`config.mk`:
```
export PLATFORM = sky130hd
export DESIGN_NAME = sclk_lock_ctrl
export DESIGN_NICKNAME = d
export VERILOG_FILES = /design/src/rtl/sclk_pkg.sv /design/src/rtl/sclk_nco.sv /design/src/rtl/sclk_loop_filter.sv /design/src/rtl/sclk_lock_det.sv /design/src/rtl/sclk_lock_ctrl.sv
export SDC_FILE = /design/constraint.sdc
export NUM_CORES = 1
export LEC_CHECK = 0
export ABC_AREA = 1
export BUFFER_PORTS_ARGS = -buffer_cell sky130_fd_sc_hd__buf_2
export CAP_MARGIN = 10
export CORE_ASPECT_RATIO = 2
export CORE_MARGIN = 5
export CORE_UTILIZATION = 56
export CTS_CLUSTER_SIZE = 20
export DETAILED_ROUTE_END_ITERATION = 10
export HOLD_SLACK_MARGIN = 0.15
export PLACE_DENSITY = 0.78
export SYNTH_ARGS = -nofsm -noshare
export SYNTH_HDL_FRONTEND = slang
export SYNTH_SLANG_ARGS = --single-unit
```
`constraint.sdc`:
```
create_clock -name clk -period 38.8 [get_ports clk]
set_input_delay 3.88 -clock clk [delete_from_list [all_inputs] [get_ports clk]]
set_output_delay 3.88 -clock clk [all_outputs]
set_load 0.05 [all_outputs]
```
`src/rtl/sclk_pkg.sv`:
```
package sclk_pkg;
    localparam int PKG_ACC_W   = 32;
    localparam int PKG_ERR_W   = 16;
    localparam int PKG_MAG_W   = 16;
    localparam int PKG_CLAMP_W = 16;
    localparam int PKG_INT_W   = 24;
    localparam int PKG_P_SH    = 2;
    localparam int PKG_I_SH    = 6;
    localparam int PKG_LOCK_N  = 16;

    // Per-cycle action of the trim loop
    typedef enum logic [1:0] {
        MD_NOMINAL = 2'd0,  // current too low: hold nominal, clear loop state
        MD_HOLD    = 2'd1,  // tracking, no new estimate
        MD_TRIM    = 2'd2   // tracking, apply one loop update
    } trim_mode_e;
endpackage

```
`src/rtl/sclk_nco.sv`:
```
module sclk_nco
    import sclk_pkg::*;
#(
    parameter int ACC_W  = PKG_ACC_W,
    parameter int STEP_W = PKG_CLAMP_W + 1
) (
    input  logic                     clk,
    input  logic                     rst,
    input  trim_mode_e               mode,
    input  logic [ACC_W-1:0]         nom_inc,
    input  logic signed [STEP_W-1:0] step,
    output logic [ACC_W-1:0]         inc_q,
    output logic [ACC_W-1:0]         acc_q,
    output logic                     strobe_q
);
    logic [ACC_W:0]   sum;
    logic [ACC_W-1:0] step_x;

    always_comb begin
        sum    = {1'b0, acc_q} + {1'b0, inc_q};
        step_x = {{(ACC_W-STEP_W){step[STEP_W-1]}}, step};
    end

    always_ff @(posedge clk) begin
        if (rst) begin
            acc_q    <= '0;
            strobe_q <= 1'b0;
            inc_q    <= nom_inc;
        end else begin
            acc_q    <= sum[ACC_W-1:0];
            strobe_q <= sum[ACC_W];
            case (mode)
                MD_NOMINAL: inc_q <= nom_inc;
                MD_TRIM:    inc_q <= inc_q + step_x;
                default:    inc_q <= inc_q;
            endcase
        end
    end
endmodule

```
`src/rtl/sclk_loop_filter.sv`:
```
module sclk_loop_filter
    import sclk_pkg::*;
#(
    parameter int ERR_W   = PKG_ERR_W,
    parameter int CLAMP_W = PKG_CLAMP_W,
    parameter int INT_W   = PKG_INT_W,
    parameter int P_SH    = PKG_P_SH,
    parameter int I_SH    = PKG_I_SH
) (
    input  logic                      clk,
    input  logic                      rst,
    input  trim_mode_e                mode,
    input  logic signed [ERR_W-1:0]   freq_err,
    input  logic signed [ERR_W-1:0]   ph_err,
    input  logic [CLAMP_W-1:0]        step_clamp,
    output logic signed [CLAMP_W:0]   step
);
    localparam int E_W = ERR_W + 1;
    localparam int S_W = INT_W + 1;
    localparam int C_W = INT_W + 2;

    logic signed [E_W-1:0]   err_sum;
    logic signed [S_W-1:0]   int_wide;
    logic signed [INT_W-1:0] int_q, int_nxt;
    logic signed [C_W-1:0]   e_x, i_x, corr, lim, nlim;

    always_comb begin
        err_sum  = {freq_err[ERR_W-1], freq_err} + {ph_err[ERR_W-1], ph_err};
        int_wide = {int_q[INT_W-1], int_q} + {{(S_W-E_W){err_sum[E_W-1]}}, err_sum};
        if (int_wide[S_W-1] != int_wide[S_W-2])
            int_nxt = int_wide[S_W-1] ? {1'b1, {(INT_W-1){1'b0}}} : {1'b0, {(INT_W-1){1'b1}}};
        else
            int_nxt = int_wide[INT_W-1:0];

        e_x  = {{(C_W-E_W){err_sum[E_W-1]}}, err_sum};
        i_x  = {{(C_W-INT_W){int_nxt[INT_W-1]}}, int_nxt};
        corr = (e_x >>> P_SH) + (i_x >>> I_SH);
        lim  = {{(C_W-CLAMP_W){1'b0}}, step_clamp};
        nlim = -lim;
        if (corr > lim)
            step = lim[CLAMP_W:0];
        else if (corr < nlim)
            step = nlim[CLAMP_W:0];
        else
            step = corr[CLAMP_W:0];
    end

    always_ff @(posedge clk) begin
        if (rst || mode == MD_NOMINAL)
            int_q <= '0;
        else if (mode == MD_TRIM)
            int_q <= int_nxt;
    end
endmodule

```
`src/rtl/sclk_lock_det.sv`:
```
module sclk_lock_det
    import sclk_pkg::*;
#(
    parameter int ERR_W  = PKG_ERR_W,
    parameter int LOCK_N = PKG_LOCK_N
) (
    input  logic                    clk,
    input  logic                    rst,
    input  trim_mode_e              mode,
    input  logic signed [ERR_W-1:0] ph_err,
    input  logic [ERR_W-1:0]        lock_thr,
    output logic                    locked
);
    localparam int CNT_W = $clog2(LOCK_N + 1);

    logic [CNT_W-1:0] good_cnt;
    logic [ERR_W:0]   ph_mag;
    logic             in_bound;

    always_comb begin
        ph_mag   = ph_err[ERR_W-1] ? (-{1'b1, ph_err}) : {1'b0, ph_err};
        in_bound = ph_mag < {1'b0, lock_thr};
    end

    always_ff @(posedge clk) begin
        if (rst || mode == MD_NOMINAL) begin
            good_cnt <= '0;
            locked   <= 1'b0;
        end else if (mode == MD_TRIM) begin
            if (in_bound) begin
                if (good_cnt != CNT_W'(LOCK_N))
                    good_cnt <= good_cnt + 1'b1;
                locked <= (good_cnt >= CNT_W'(LOCK_N - 1));
            end else begin
                good_cnt <= '0;
                locked   <= 1'b0;
            end
        end
    end
endmodule

```
`src/rtl/sclk_lock_ctrl.sv`:
```
module sclk_lock_ctrl
    import sclk_pkg::*;
#(
    parameter int ACC_W   = PKG_ACC_W,
    parameter int ERR_W   = PKG_ERR_W,
    parameter int MAG_W   = PKG_MAG_W,
    parameter int CLAMP_W = PKG_CLAMP_W,
    parameter int INT_W   = PKG_INT_W,
    parameter int P_SH    = PKG_P_SH,
    parameter int I_SH    = PKG_I_SH,
    parameter int LOCK_N  = PKG_LOCK_N
) (
    input  logic                    clk,
    input  logic                    rst,
    input  logic                    upd_valid,
    input  logic signed [ERR_W-1:0] freq_err,
    input  logic signed [ERR_W-1:0] ph_err_chan,
    input  logic signed [ERR_W-1:0] ph_err_phsr,
    input  logic                    use_phsr,
    input  logic [MAG_W-1:0]        cur_mag,
    input  logic [MAG_W-1:0]        cur_thresh,
    input  logic [ACC_W-1:0]        nom_inc,
    input  logic [CLAMP_W-1:0]      step_clamp,
    input  logic [ERR_W-1:0]        lock_thr,
    output logic                    sample_strobe,
    output logic [ACC_W-1:0]        cur_inc,
    output logic                    locked
);
    trim_mode_e              mode;
    logic signed [ERR_W-1:0] ph_sel;
    logic signed [CLAMP_W:0] step;
    logic [ACC_W-1:0]        acc_unused_q;

    always_comb begin
        if (!(cur_mag > cur_thresh)) mode = MD_NOMINAL;
        else if (upd_valid)          mode = MD_TRIM;
        else                         mode = MD_HOLD;
        ph_sel = use_phsr ? ph_err_phsr : ph_err_chan;
    end

    sclk_loop_filter #(
        .ERR_W(ERR_W), .CLAMP_W(CLAMP_W), .INT_W(INT_W), .P_SH(P_SH), .I_SH(I_SH)
    ) u_filt (
        .clk(clk), .rst(rst), .mode(mode), .freq_err(freq_err), .ph_err(ph_sel),
        .step_clamp(step_clamp), .step(step)
    );

    sclk_lock_det #(.ERR_W(ERR_W), .LOCK_N(LOCK_N)) u_lock (
        .clk(clk), .rst(rst), .mode(mode), .ph_err(ph_sel), .lock_thr(lock_thr),
        .locked(locked)
    );

    sclk_nco #(.ACC_W(ACC_W), .STEP_W(CLAMP_W + 1)) u_nco (
        .clk(clk), .rst(rst), .mode(mode), .nom_inc(nom_inc), .step(step),
        .inc_q(cur_inc), .acc_q(acc_unused_q), .strobe_q(sample_strobe)
    );
endmodule

```
======== After elaboration in Yosys (flattened, before gate mapping) ========
Index checks and enable logic that the tools add are counted.
storage, ports and cells
  bits of input ports ..................... 148
  memory bits (writable) .................. 0
  ROM bits ................................ 0
  logic and storage cells ................. 40
  bits in latches ......................... 0
  register bits after elaboration ......... 95
  memories kept ........................... 0
operators by class
  add/sub/neg operators ................... 8
  bitwise logic cells ..................... 0
  multipliers ............................. 0
  equality and inequality tests ........... 4
  muxes and demuxes ....................... 13
  shifts and indexed selects .............. 0
  reduce and logical (&&, ||, !) cells .... 4
  div/mod/pow operators ................... 0
  $lt $le $gt $ge ......................... 5
operators with widths
  cell                                                 number
  case mux 32 bit (2 select lines)                     1
  two-way mux 17 bit                                   3
  two-way mux 24 bit                                   2
  adder 32 x 32 -> 33 bit                              1
  adder 32 bit                                         1
  two-way mux 32 bit                                   1
  > comparator 26 x 17 -> 1 bit                        1
  < comparator 26 bit                                  1
  negator 16 -> 26 bit                                 1
  adder 24 x 17 -> 25 bit                              1
  adder 15 x 18 -> 19 bit                              1
  adder 16 x 16 -> 17 bit                              1
  < comparator 17 x 16 -> 1 bit                        1
  negator 17 bit                                       1
  > comparator 16 bit                                  1
  two-way mux 16 bit                                   1
  two-way mux 5 bit                                    2
  adder 5 x 1 -> 5 bit, second input constant          1
  >= comparator 5 x 4 -> 1 bit, second input constant  1
  != test 5 bit, second input constant                 1
  two-way mux 2 bit                                    2
  nonzero test 3 bit                                   1
  == test 2 bit, second input constant                 1
  logical NOT 2 bit                                    1
  5 further kinds                                      5

======== Logic depth before layout (Yosys ltp) ========
Gate-level depths: netlist of the first run.
  depth after elaboration ................. 12
  mapped depth ............................ 97
  mapped depth without buffers ............ 92

======== Modules after synthesis ========
A second synthesis of the first run with hierarchy kept.
second synthesis, totals
  cells, all modules ...................... 2245
  area, all modules ....................... 13977.2 um^2
by module, submodules not included
  module            instances  cells each  area each (um^2)  sequential area each (um^2)
  sclk_nco          1          1042        6382.4            1621.6
  sclk_loop_filter  1          923         5743.0            480.5
  sclk_lock_det     1          188         1164.9            120.1
  sclk_lock_ctrl    1          92          686.9             0.0

======== Worst setup path before layout of the first run ========
Ideal clock, no wire load.
  path kind ............................... input to register
  start point ............................. input use_phsr
  end point ............................... register u_nco.inc_q[26] (data pin)
  arrival time ............................ 14586 ps
  setup slack ............................. 23965 ps
  data required time ...................... 38551 ps
  stages .................................. 93
  library setup time ...................... 249 ps
  buffers on the path ..................... 5
  cells stage by stage .................... clkbuf_1 -> inv_1 -> clkbuf_1 -> or2_2 -> o21ai_0 -> inv_1 -> ha_1 -> nand3_1 -> nand2_1 -> a21oi_1 -> o21bai_1 -> a21oi_1 -> o21bai_1 -> nand2_1 -> nand2_1 -> a21oi_1 -> o21ai_0 -> nand3_1 -> (+57 left out) -> nand3_1 -> nand2_1 -> nand3_1 -> nand2_1 -> nand2_1 -> inv_1 -> o21ai_0 -> nand2_1 -> a21oi_1 -> o21ai_2 -> nand2_1 -> nand2_2 -> nand2_1 -> nand2_1 -> nand2_1 -> nand3_1 -> nand2_1 -> inv_1
on the way
  longest elaborated chain between the ends .. 12
  elaborated cells between the ends (all ways) .. 14
  those cells by class .................... add/sub (4); order compare (2); eq/ne (1); mux (7)
RTL lines
  item                                                        RTL line                                        RTL
  start, declared                                             sclk_lock_ctrl.sv:19                            input logic use_phsr,
  two-way mux 16 bit *                                        sclk_lock_ctrl.sv:38                            ph_sel = use_phsr ? ph_err_phsr : ph_err_chan;
  adder 16 x 16 -> 17 bit *                                   sclk_loop_filter.sv:28                          err_sum = {freq_err[ERR_W-1], freq_err} + {ph_err[ERR_W-1], ph_err};
  adder 24 x 17 -> 25 bit *                                   sclk_loop_filter.sv:29                          int_wide = {int_q[INT_W-1], int_q} + {{(S_W-E_W){err_sum[E_W-1]}}, err_sum};
  two-way mux 24 bit / != test 1 bit (equally long branches)  sclk_loop_filter.sv:31, sclk_loop_filter.sv:30
  two-way mux 24 bit *                                        sclk_loop_filter.sv:30                          if (int_wide[S_W-1] != int_wide[S_W-2])
  via u_filt.int_nxt[11]                                      sclk_loop_filter.sv:24                          logic signed [INT_W-1:0] int_q, int_nxt;
  adder 15 x 18 -> 19 bit *                                   sclk_loop_filter.sv:37                          corr = (e_x >>> P_SH) + (i_x >>> I_SH);
  < comparator 26 bit                                         sclk_loop_filter.sv:42                          else if (corr < nlim)
  two-way mux 17 bit                                          sclk_loop_filter.sv:42
  two-way mux 17 bit *                                        sclk_loop_filter.sv:40                          if (corr > lim)
  adder 32 bit *                                              sclk_nco.sv:34                                  MD_TRIM: inc_q <= inc_q + step_x;
  case mux 32 bit (2 select lines) *                          sclk_nco.sv:32                                  case (mode)
  two-way mux 32 bit *                                        sclk_nco.sv:25                                  if (rst) begin
  end signal, assigned                                        sclk_nco.sv:33                                  MD_NOMINAL: inc_q <= nom_inc;
  end signal, assigned                                        sclk_nco.sv:34
  end signal, assigned                                        sclk_nco.sv:35                                  default: inc_q <= inc_q;
  end, declared                                               sclk_nco.sv:12                                  output logic [ACC_W-1:0] inc_q,
The timed path passes the listed nets; every way through them passes the cells marked *.
A chain may end at the register's enable or synchronous reset.

======== Worst setup path after layout of the first run ========
Same ends and word-level chain as after synthesis.

==> results_dict.tcl, run 1 <==
set metrics [dict create \
    status "finished clean" \
    fin_util 0.638 \
    async_flop_share 0 \
    hold_viol 0 \
    wire_per_inst_um 15.9 \
    max_cap_violations 0 \
    synth_ff_type "dfxtp_1" \
    nets 2339 \
    final_area_um2 13800 \
    route.detailed.drc 0 \
    htree_levels 3 \
    start_util 0.570 \
    syn_area_per_cell_um2 6.70 \
    crit_type "in -> reg" \
    area_growth_pct 11.8 \
    fin_tns_setup_ns 0 \
    finalMaxSlewViolations 0 \
    synthAdderAreaFrac 0.195 \
    yosysWarnings 0 \
    tritoncts "built" \
    critPathArrivalTime_ns 17.05 \
    cts.sinks 95 \
    ant_nets 0 \
    io-pin-count 182 \
    rows 76 \
    clkLatencyLatePin_ns 0.39 \
    max_freq_mhz 59.2 \
    rrSetupSlack_ns 27.62 \
    final_common_cell "nand2_1" \
    synthCells 1838 \
    crit_slowest_cell "nand2_1" \
    cts_buffers 9 \
    placed_area_um2 13400 \
    crit_fanout 23 \
    layout_common_cells "nand2_1 (407), inv_1 (280), a21oi_1 (197)" \
    cts_hold_buf 0 \
    dr.pass1.iters 5 \
    ys_ff_latch 95 \
    fin_crit_sh 0.436 \
    crit_buf_inv 10 \
    max_stage_delay_ns 0.55 \
    dieWidth_um 115 \
    die-area_um2 25200 \
    path_clk_slew_ns 0.08 \
    timing.critical_path.required_ns 38.95 \
    finalWirelength_um 36200 \
    cp_common_cell "nand2_1" \
    die_y_um 220 \
    fillers 2000 \
    cts_root_buffer "clkbuf_16" \
    place_congestion 0.988 \
    synth.distinct_cells 52 \
    synth_compound_gate_area_share 0.184 \
    synth_nets 2175 \
    fin_worst_skew_ns 0.00915 \
    syn_area_um2 12300 \
    grt_overflow 0 \
    port-buffer-count 181 \
    synth-xor-area-share 0.0654 \
    setup_violations 0 \
    crit_path_end_kind "register" \
    layout_min_cycle_time_ns 16.90 \
    post_cts_resized 0 \
    tightest_slew_ns 1.04 \
    max_slew_margin 0.305 \
    viasPerCell 5.65 \
    antenna_found_initial 6 \
    core_um2 21600 \
    hold_path.class "reg -> reg" \
    grt_pass1_vias 12900 \
    yosysSeqAreaShare 0.180 \
    drtIter0Drc 714 \
    dp_hpwl_um 29900 \
    synth_top_family_by_area "simple AND/OR/NAND/NOR gates" \
    drive_above_1_share 0.146 \
    cts_buffer_depth 2 \
    grt_first_pass_wirelength_um 58000 \
    synth_simple_gate_area_share 0.266 \
    crit_family "compound AO/OA/AOI/OAI gates" \
    vias 12900 \
    cp-start-kind "primary input" \
    synth_edf_count 32 \
    grt_max_degree 35 \
    grt_use_total 0.286 \
    cts_setup_buffers 0 \
    rsz0062_at_grt "false" \
    synth.area.mux_share 0.00915 \
]
==> sequential cells by signal (all words and copies together), names as in the netlist <==
signal           flops
u_filt.int_q        24
u_lock.good_cnt      5
u_lock.locked        1
u_nco.acc_q         32
u_nco.inc_q         32
u_nco.strobe_q       1
==> tightest hold or removal path: stages (launching register included) <==
cell and delay, ns:
dfxtp_1 0.33, nand2_1 0.07, a21oi_1 0.05
==> cell type report <==
type	instances	area [um2]	area share
Antenna cell	2	5.00	0.000364
Tap cell	273	342	0.0248
Clock buffer	9	225	0.0164
Clock inverter	7	103	0.00745
Timing Repair Buffer	184	928	0.0674
Sequential cell	95	2220	0.161
Multi-Input combinational cell	1427	8870	0.644
Inverter	285	1070	0.0777
==> synth_stat cells (9+ instances only) <==
| cell | n | area, um2 |
|---|---|---|
| nor3_1 | 26 | 130 |
| nand2_4 | 11 | 124 |
| edfxtp_1 | 32 | 961 |
| o21bai_1 | 14 | 105 |
| nand4_1 | 14 | 87.6 |
| nor2_1 | 114 | 428 |
| or2_2 | 23 | 144 |
| o21ai_0 | 110 | 551 |
| a31oi_1 | 10 | 62.6 |
| a211oi_1 | 9 | 67.6 |
| nand2_2 | 16 | 100 |
| nand3_1 | 85 | 425 |
| o21a_1 | 13 | 97.6 |
| mux2i_1 | 9 | 90.1 |
| xor2_1 | 71 | 622 |
| dfxtp_1 | 63 | 1260 |
| a21oi_1 | 197 | 986 |
| clkbuf_1 | 20 | 75.1 |
| nor2_2 | 11 | 68.8 |
| nand2_1 | 407 | 1530 |
| ha_1 | 184 | 2300 |
| xnor2_1 | 21 | 184 |
| inv_1 | 280 | 1050 |
| o41ai_1 | 12 | 105 |
==> logic make-up after synthesis <==
group,count (synthesis)
DFF,95
and+or+nand+nor,731
xor gates and xnor gates,92
buffers and inverters,316
AOI/OAI and AO/OA,404
adders and majority gates,189
muxes,11
==> worst paths after layout <==
| kind | start | endpoint | cells after the start |
|---|---|---|---|
| max | use_phsr | u_nco.inc_q[26] | 87 |
| min reg2reg | u_lock.good_cnt[1] | u_lock.good_cnt[1] | 2 |
| min | u_lock.good_cnt[1] | u_lock.good_cnt[1] | 2 |
| max reg2reg | u_filt.int_q[2] | u_nco.inc_q[26] | 71 |
==> metrics by stage <==
| stage | hold slack, ns | std cells | setup WS (ns) |
|---|---|---|---|
| after floorplan | 0.456 | 1838 | 23.97 |
| after global placement | 0.473 | 2264 | 22.17 |
| after detailed placement | 0.487 | 2264 | 21.66 |
| after CTS | 0.499 | 2280 | 22.01 |
| after global routing | 0.530 | 2282 | 20.19 |
| final | 0.492 | 2282 | 21.90 |
==> metal layers <==
layer,wire (um),track usage
met5,51,0
met1,11900,0.250
met4,2660,0.205
met2,19900,0.567
met3,1740,0.0409
Power of run 1 is not shown: default switching activity piles up to over one toggle a cycle in this logic, so the estimate is an artifact.
==> run 2: changes to the inputs <==
- clock period: 38.8 -> 17.7 ns (I/O delays scaled with it)
==> run 2 against run 1 <==
First-iteration DRC count is 6.2% higher. Critical path depth did not move. Setup slack lost 19 ns. Die area is the same. Largest cell class unchanged. Highest routed layer unchanged. Critical path type unchanged.
==> results_dict.tcl, run 2 (same netlist as run 1, synthesis figures left out) <==
set metrics [dict create \
    cts_hold_buf 0 \
    route.detailed.drc 0 \
    final_cells 2283 \
    cp_common_cell "nand2_1" \
    max_cap_violations 0 \
    area_growth_pct 11.8 \
    max_freq_mhz 67.6 \
    layout_min_cycle_time_ns 14.79 \
    wire_per_inst_um 15.8 \
    post_cts_resized 0 \
    start_util 0.570 \
    critPathArrivalTime_ns 14.94 \
    grt_max_degree 35 \
    fin_crit_sh 0.836 \
    hold_path.class "reg -> reg" \
    finalMaxSlewViolations 0 \
    setup_violations 0 \
    status "finished clean" \
    rows 76 \
    dr.pass1.iters 6 \
    cp-start-kind "primary input" \
    cts_buffer_depth 2 \
    clkLatencyLatePin_ns 0.39 \
    min_from "u_lock.good_cnt[1]" \
    cts_buffers 9 \
    tightest_slew_ns 1.05 \
    cts_setup_buffers 0 \
    layout_common_cells "nand2_1 (407), inv_1 (280), a21oi_1 (197)" \
    max_slew_margin 0.302 \
    grt_first_pass_wirelength_um 58200 \
    grt_use_total 0.286 \
    viasPerCell 5.63 \
    rrSetupSlack_ns 6.53 \
    cts.sinks 95 \
    grt_pass1_vias 13000 \
    hold_end "u_lock.good_cnt[1]" \
    rr_worst_depth 71 \
    min_path_cells 2 \
    fin_tns_setup_ns 0 \
    path_clk_slew_ns 0.08 \
    drive_above_1_share 0.146 \
    final_common_cell "nand2_1" \
    place_congestion 0.990 \
    nets 2339 \
    ant_nets 0 \
    core_um2 21600 \
    crit_path_end_kind "register" \
    port-buffer-count 181 \
    tritoncts "built" \
    io-pin-count 182 \
    crit_type "in -> reg" \
    rsz0062_at_grt "false" \
    dieWidth_um 115 \
    crit_slowest_cell "nand2_1" \
    die_y_um 220 \
    grt_overflow 0 \
    fin_worst_skew_ns 0.0127 \
    crit_fanout 23 \
    timing.critical_path.required_ns 17.85 \
    largest_registers "u_nco.acc_q (32), u_nco.inc_q (32), u_filt.int_q (24)" \
    post-place-ws_ns 2.64 \
    dp_hpwl_um 30000 \
    drtIter0Drc 758 \
    worst_slack_ns 2.91 \
    cts_root_buffer "clkbuf_16" \
    rr_endpoint "u_nco.inc_q[30]" \
    htree_levels 3 \
    fillers 2048 \
    r2r-start "u_filt.int_q[2]" \
    die-area_um2 25200 \
    finalWirelength_um 36100 \
    hold_viol 0 \
    vias 12800 \
    antenna_found_initial 7 \
    dp.cells 2264 \
    max_stage_delay_ns 0.56 \
]
-- run 2: critical path: cells and delay by family --
family | cells | cell delay [ns]
compound gates | 29 | 4.69
xor+xnor | 3 | 0.70
fa+ha+maj | 6 | 1.94
buf+inv | 10 | 1.34
simple gates | 39 | 4.54
-- run 2: layer usage --
layer | global-route usage | vias up | wire length [um]
li1 | - | 6446 | -
met1 | 0.249 | 5810 | 12000
met2 | 0.570 | 423 | 19800
met3 | 0.0420 | 159 | 1640
met4 | 0.200 | 6 | 2620
met5 | 0 | - | 33
-- run 2: metrics by stage --
step	area [um2]	hold WS (ns)	utilization
floorplan	12300	0.456	-
global placement	13400	0.473	0.622
detailed placement	13400	0.489	0.622
CTS	13800	0.499	0.637
global route	13800	0.521	0.638
finish	13800	0.492	0.638
-- run 2: area by class of cell --
type	count	area, um2	share of cell area
Antenna cell	3	7.51	0.000545
Timing Repair Buffer	184	928	0.0674
Clock inverter	7	103	0.00745
Inverter	285	1070	0.0777
Tap cell	273	342	0.0248
Clock buffer	9	225	0.0164
Sequential cell	95	2220	0.161
Multi-Input combinational cell	1427	8870	0.644
-- run 2: worst max-delay path by stage --
stage / startpoint / end / slack, ns / cells after the start
floorplan: use_phsr / u_nco.inc_q[26] / 4.97 / 93
detailed placement: use_phsr / u_nco.inc_q[26] / 2.64 / 87
CTS: use_phsr / u_nco.inc_q[30] / 3.01 / 87
global placement: use_phsr / u_nco.inc_q[30] / 3.17 / 87
global route: use_phsr / u_nco.inc_q[26] / 1.27 / 89
finish: use_phsr / u_nco.inc_q[30] / 2.91 / 87
Power of run 2 is left out for the same reason.
==> run 3: changes to the inputs <==
- clock period: 17.7 -> 14.61 ns (I/O delays scaled with it)
==> run 3 against run 2 <==
Register-to-register slack got worse by 2.1 ns. Routed wire length is 0.14% lower. Critical path depth rose by 2. Non-clock buffer count up 7. Largest cell class unchanged. Hold slack improved by 0.0085 ns. Clock skew shrank 0.00061 ns. Global-route usage shrank 0.33 points. Highest routed layer unchanged. Setup slack lost 1.5 ns.
==> results_dict.tcl, run 3 (same netlist as run 1, synthesis figures left out) <==
set metrics [dict create \
    path_clk_slew_ns 0.08 \
    tightest_slew_ns 1.00 \
    rsz0062_at_grt "false" \
    hold_viol 0 \
    rrSetupSlack_ns 4.46 \
    cp-start-kind "primary input" \
    dieWidth_um 115 \
    min_from "u_lock.good_cnt[1]" \
    largest_registers "u_nco.acc_q (32), u_nco.inc_q (32), u_filt.int_q (24)" \
    nets 2346 \
    grt_first_pass_wirelength_um 57600 \
    fin_tns_setup_ns 0 \
    final_common_cell "nand2_1" \
    antenna_found_initial 6 \
    hold_path.class "reg -> reg" \
    setup_violations 0 \
    cts_buffer_depth 2 \
    vias 12900 \
    fin_worst_skew_ns 0.0121 \
    layout_common_cells "nand2_1 (405), inv_1 (278), a21oi_1 (197)" \
    port-buffer-count 181 \
    viasPerCell 5.65 \
    critPathArrivalTime_ns 13.36 \
    rr_worst_depth 73 \
    crit_fanout 17 \
    die_y_um 220 \
    finalWirelength_um 36100 \
    clkLatencyLatePin_ns 0.38 \
    place_congestion 0.957 \
    grt_use_total 0.283 \
    grt_overflow 0 \
    grt_pass1_vias 13000 \
    fin_crit_sh 0.905 \
    cts_buffers 9 \
    max_stage_delay_ns 0.38 \
    route.detailed.drc 0 \
    r2r-start "u_filt.int_q[2]" \
    tritoncts "built" \
    core_um2 21600 \
    status "finished clean" \
    finalMaxSlewViolations 0 \
    die-area_um2 25200 \
    cts_root_buffer "clkbuf_16" \
    cp_common_cell "nand2_1" \
    drtIter0Drc 652 \
    grt_max_degree 33 \
    dp_hpwl_um 30200 \
    min_path_cells 2 \
    timing.critical_path.required_ns 14.75 \
    rows 76 \
    cts.sinks 95 \
    start_util 0.570 \
    ant_nets 0 \
    wire_per_inst_um 15.7 \
    crit_type "in -> reg" \
    io-pin-count 182 \
    max_slew_margin 0.332 \
    hold_end "u_lock.good_cnt[1]" \
    crit_path_end_kind "register" \
    crit_slowest_cell "ha_1" \
    max_cap_violations 0 \
    dr.pass1.iters 5 \
    drive_above_1_share 0.151 \
    area_growth_pct 12.4 \
    rr_endpoint "u_nco.inc_q[26]" \
    htree_levels 3 \
    max_freq_mhz 75.7 \
    layout_min_cycle_time_ns 13.22 \
]
==> run 3: changes by cell type in the layout (fill, tap and decap cells not counted), moves of 2 or more <==
cell / delta
nand2_1: -2
o21ai_0: -2
clkinvlp_4: +2
buf_4: +7
o21ai_1: +2
inv_1: -2
==> run 3: final cells by class <==
class / instances / area (um2)
multi-input combinational: 1427 / 8880
fill: 2057 / 7750
sequential: 95 / 2220
inverter: 285 / 1080
timing repair buffer: 191 / 983
tap: 273 / 342
clock buffer: 9 / 225
clock inverter: 7 / 95.1
antenna: 4 / 10.0
==> run 3: worst max-delay path by stage <==
stage	start	endpoint	slack, ns	cells after the start
4_1_cts	use_phsr	u_nco.inc_q[30]	0.80	87
3_5_place_dp	use_phsr	u_nco.inc_q[30]	0.46	87
3_3_place_gp	use_phsr	u_nco.inc_q[30]	0.84	87
6_report	use_phsr	u_nco.inc_q[26]	1.39	89
5_1_grt	use_phsr	u_nco.inc_q[26]	0.02	89
2_1_floorplan	use_phsr	u_nco.inc_q[26]	2.19	93
==> run 3: metrics by stage <==
stage	worst slack, ns	cell area [um2]	util	instances	hold WS [ns]
3_5_place_dp	0.457	13500	0.624	2269	0.491
4_1_cts	0.804	13800	0.639	2285	0.502
3_3_place_gp	0.836	13500	0.624	2269	0.475
6_report	1.39	13800	0.641	2291	0.500
5_1_grt	0.0163	13800	0.641	2290	0.535
2_1_floorplan	2.19	12300	-	1838	0.456
==> run 3: worst max-delay path, delay by kind of cell <==
family	cells	cell delay, ns
buffers and inverters	9	1.06
and+or+nand+nor	44	3.96
adders and majority gates	5	1.69
xor gates and xnor gates	3	0.72
AOI/OAI and AO/OA	28	4.45
==> run 3: repair_timing <==
action                                 4_1_cts  5_1_grt
gates resized for setup                      0        9
setup buffers                                0        2
hold buffers                                 0        0
endpoints found under the hold margin        0        0
setup endpoints to repair                    0       17
==> run 3: layer usage <==
| layer | vias to the layer above | global-route usage | share of wire |
|---|---|---|---|
| met5 | - | 0 | 0.00094 |
| li1 | 6481 | - | - |
| met4 | 6 | 0.204 | 0.074 |
| met3 | 167 | 0.0352 | 0.042 |
| met1 | 5871 | 0.238 | 0.33 |
| met2 | 413 | 0.574 | 0.56 |
Power of run 3 is left out for the same reason.
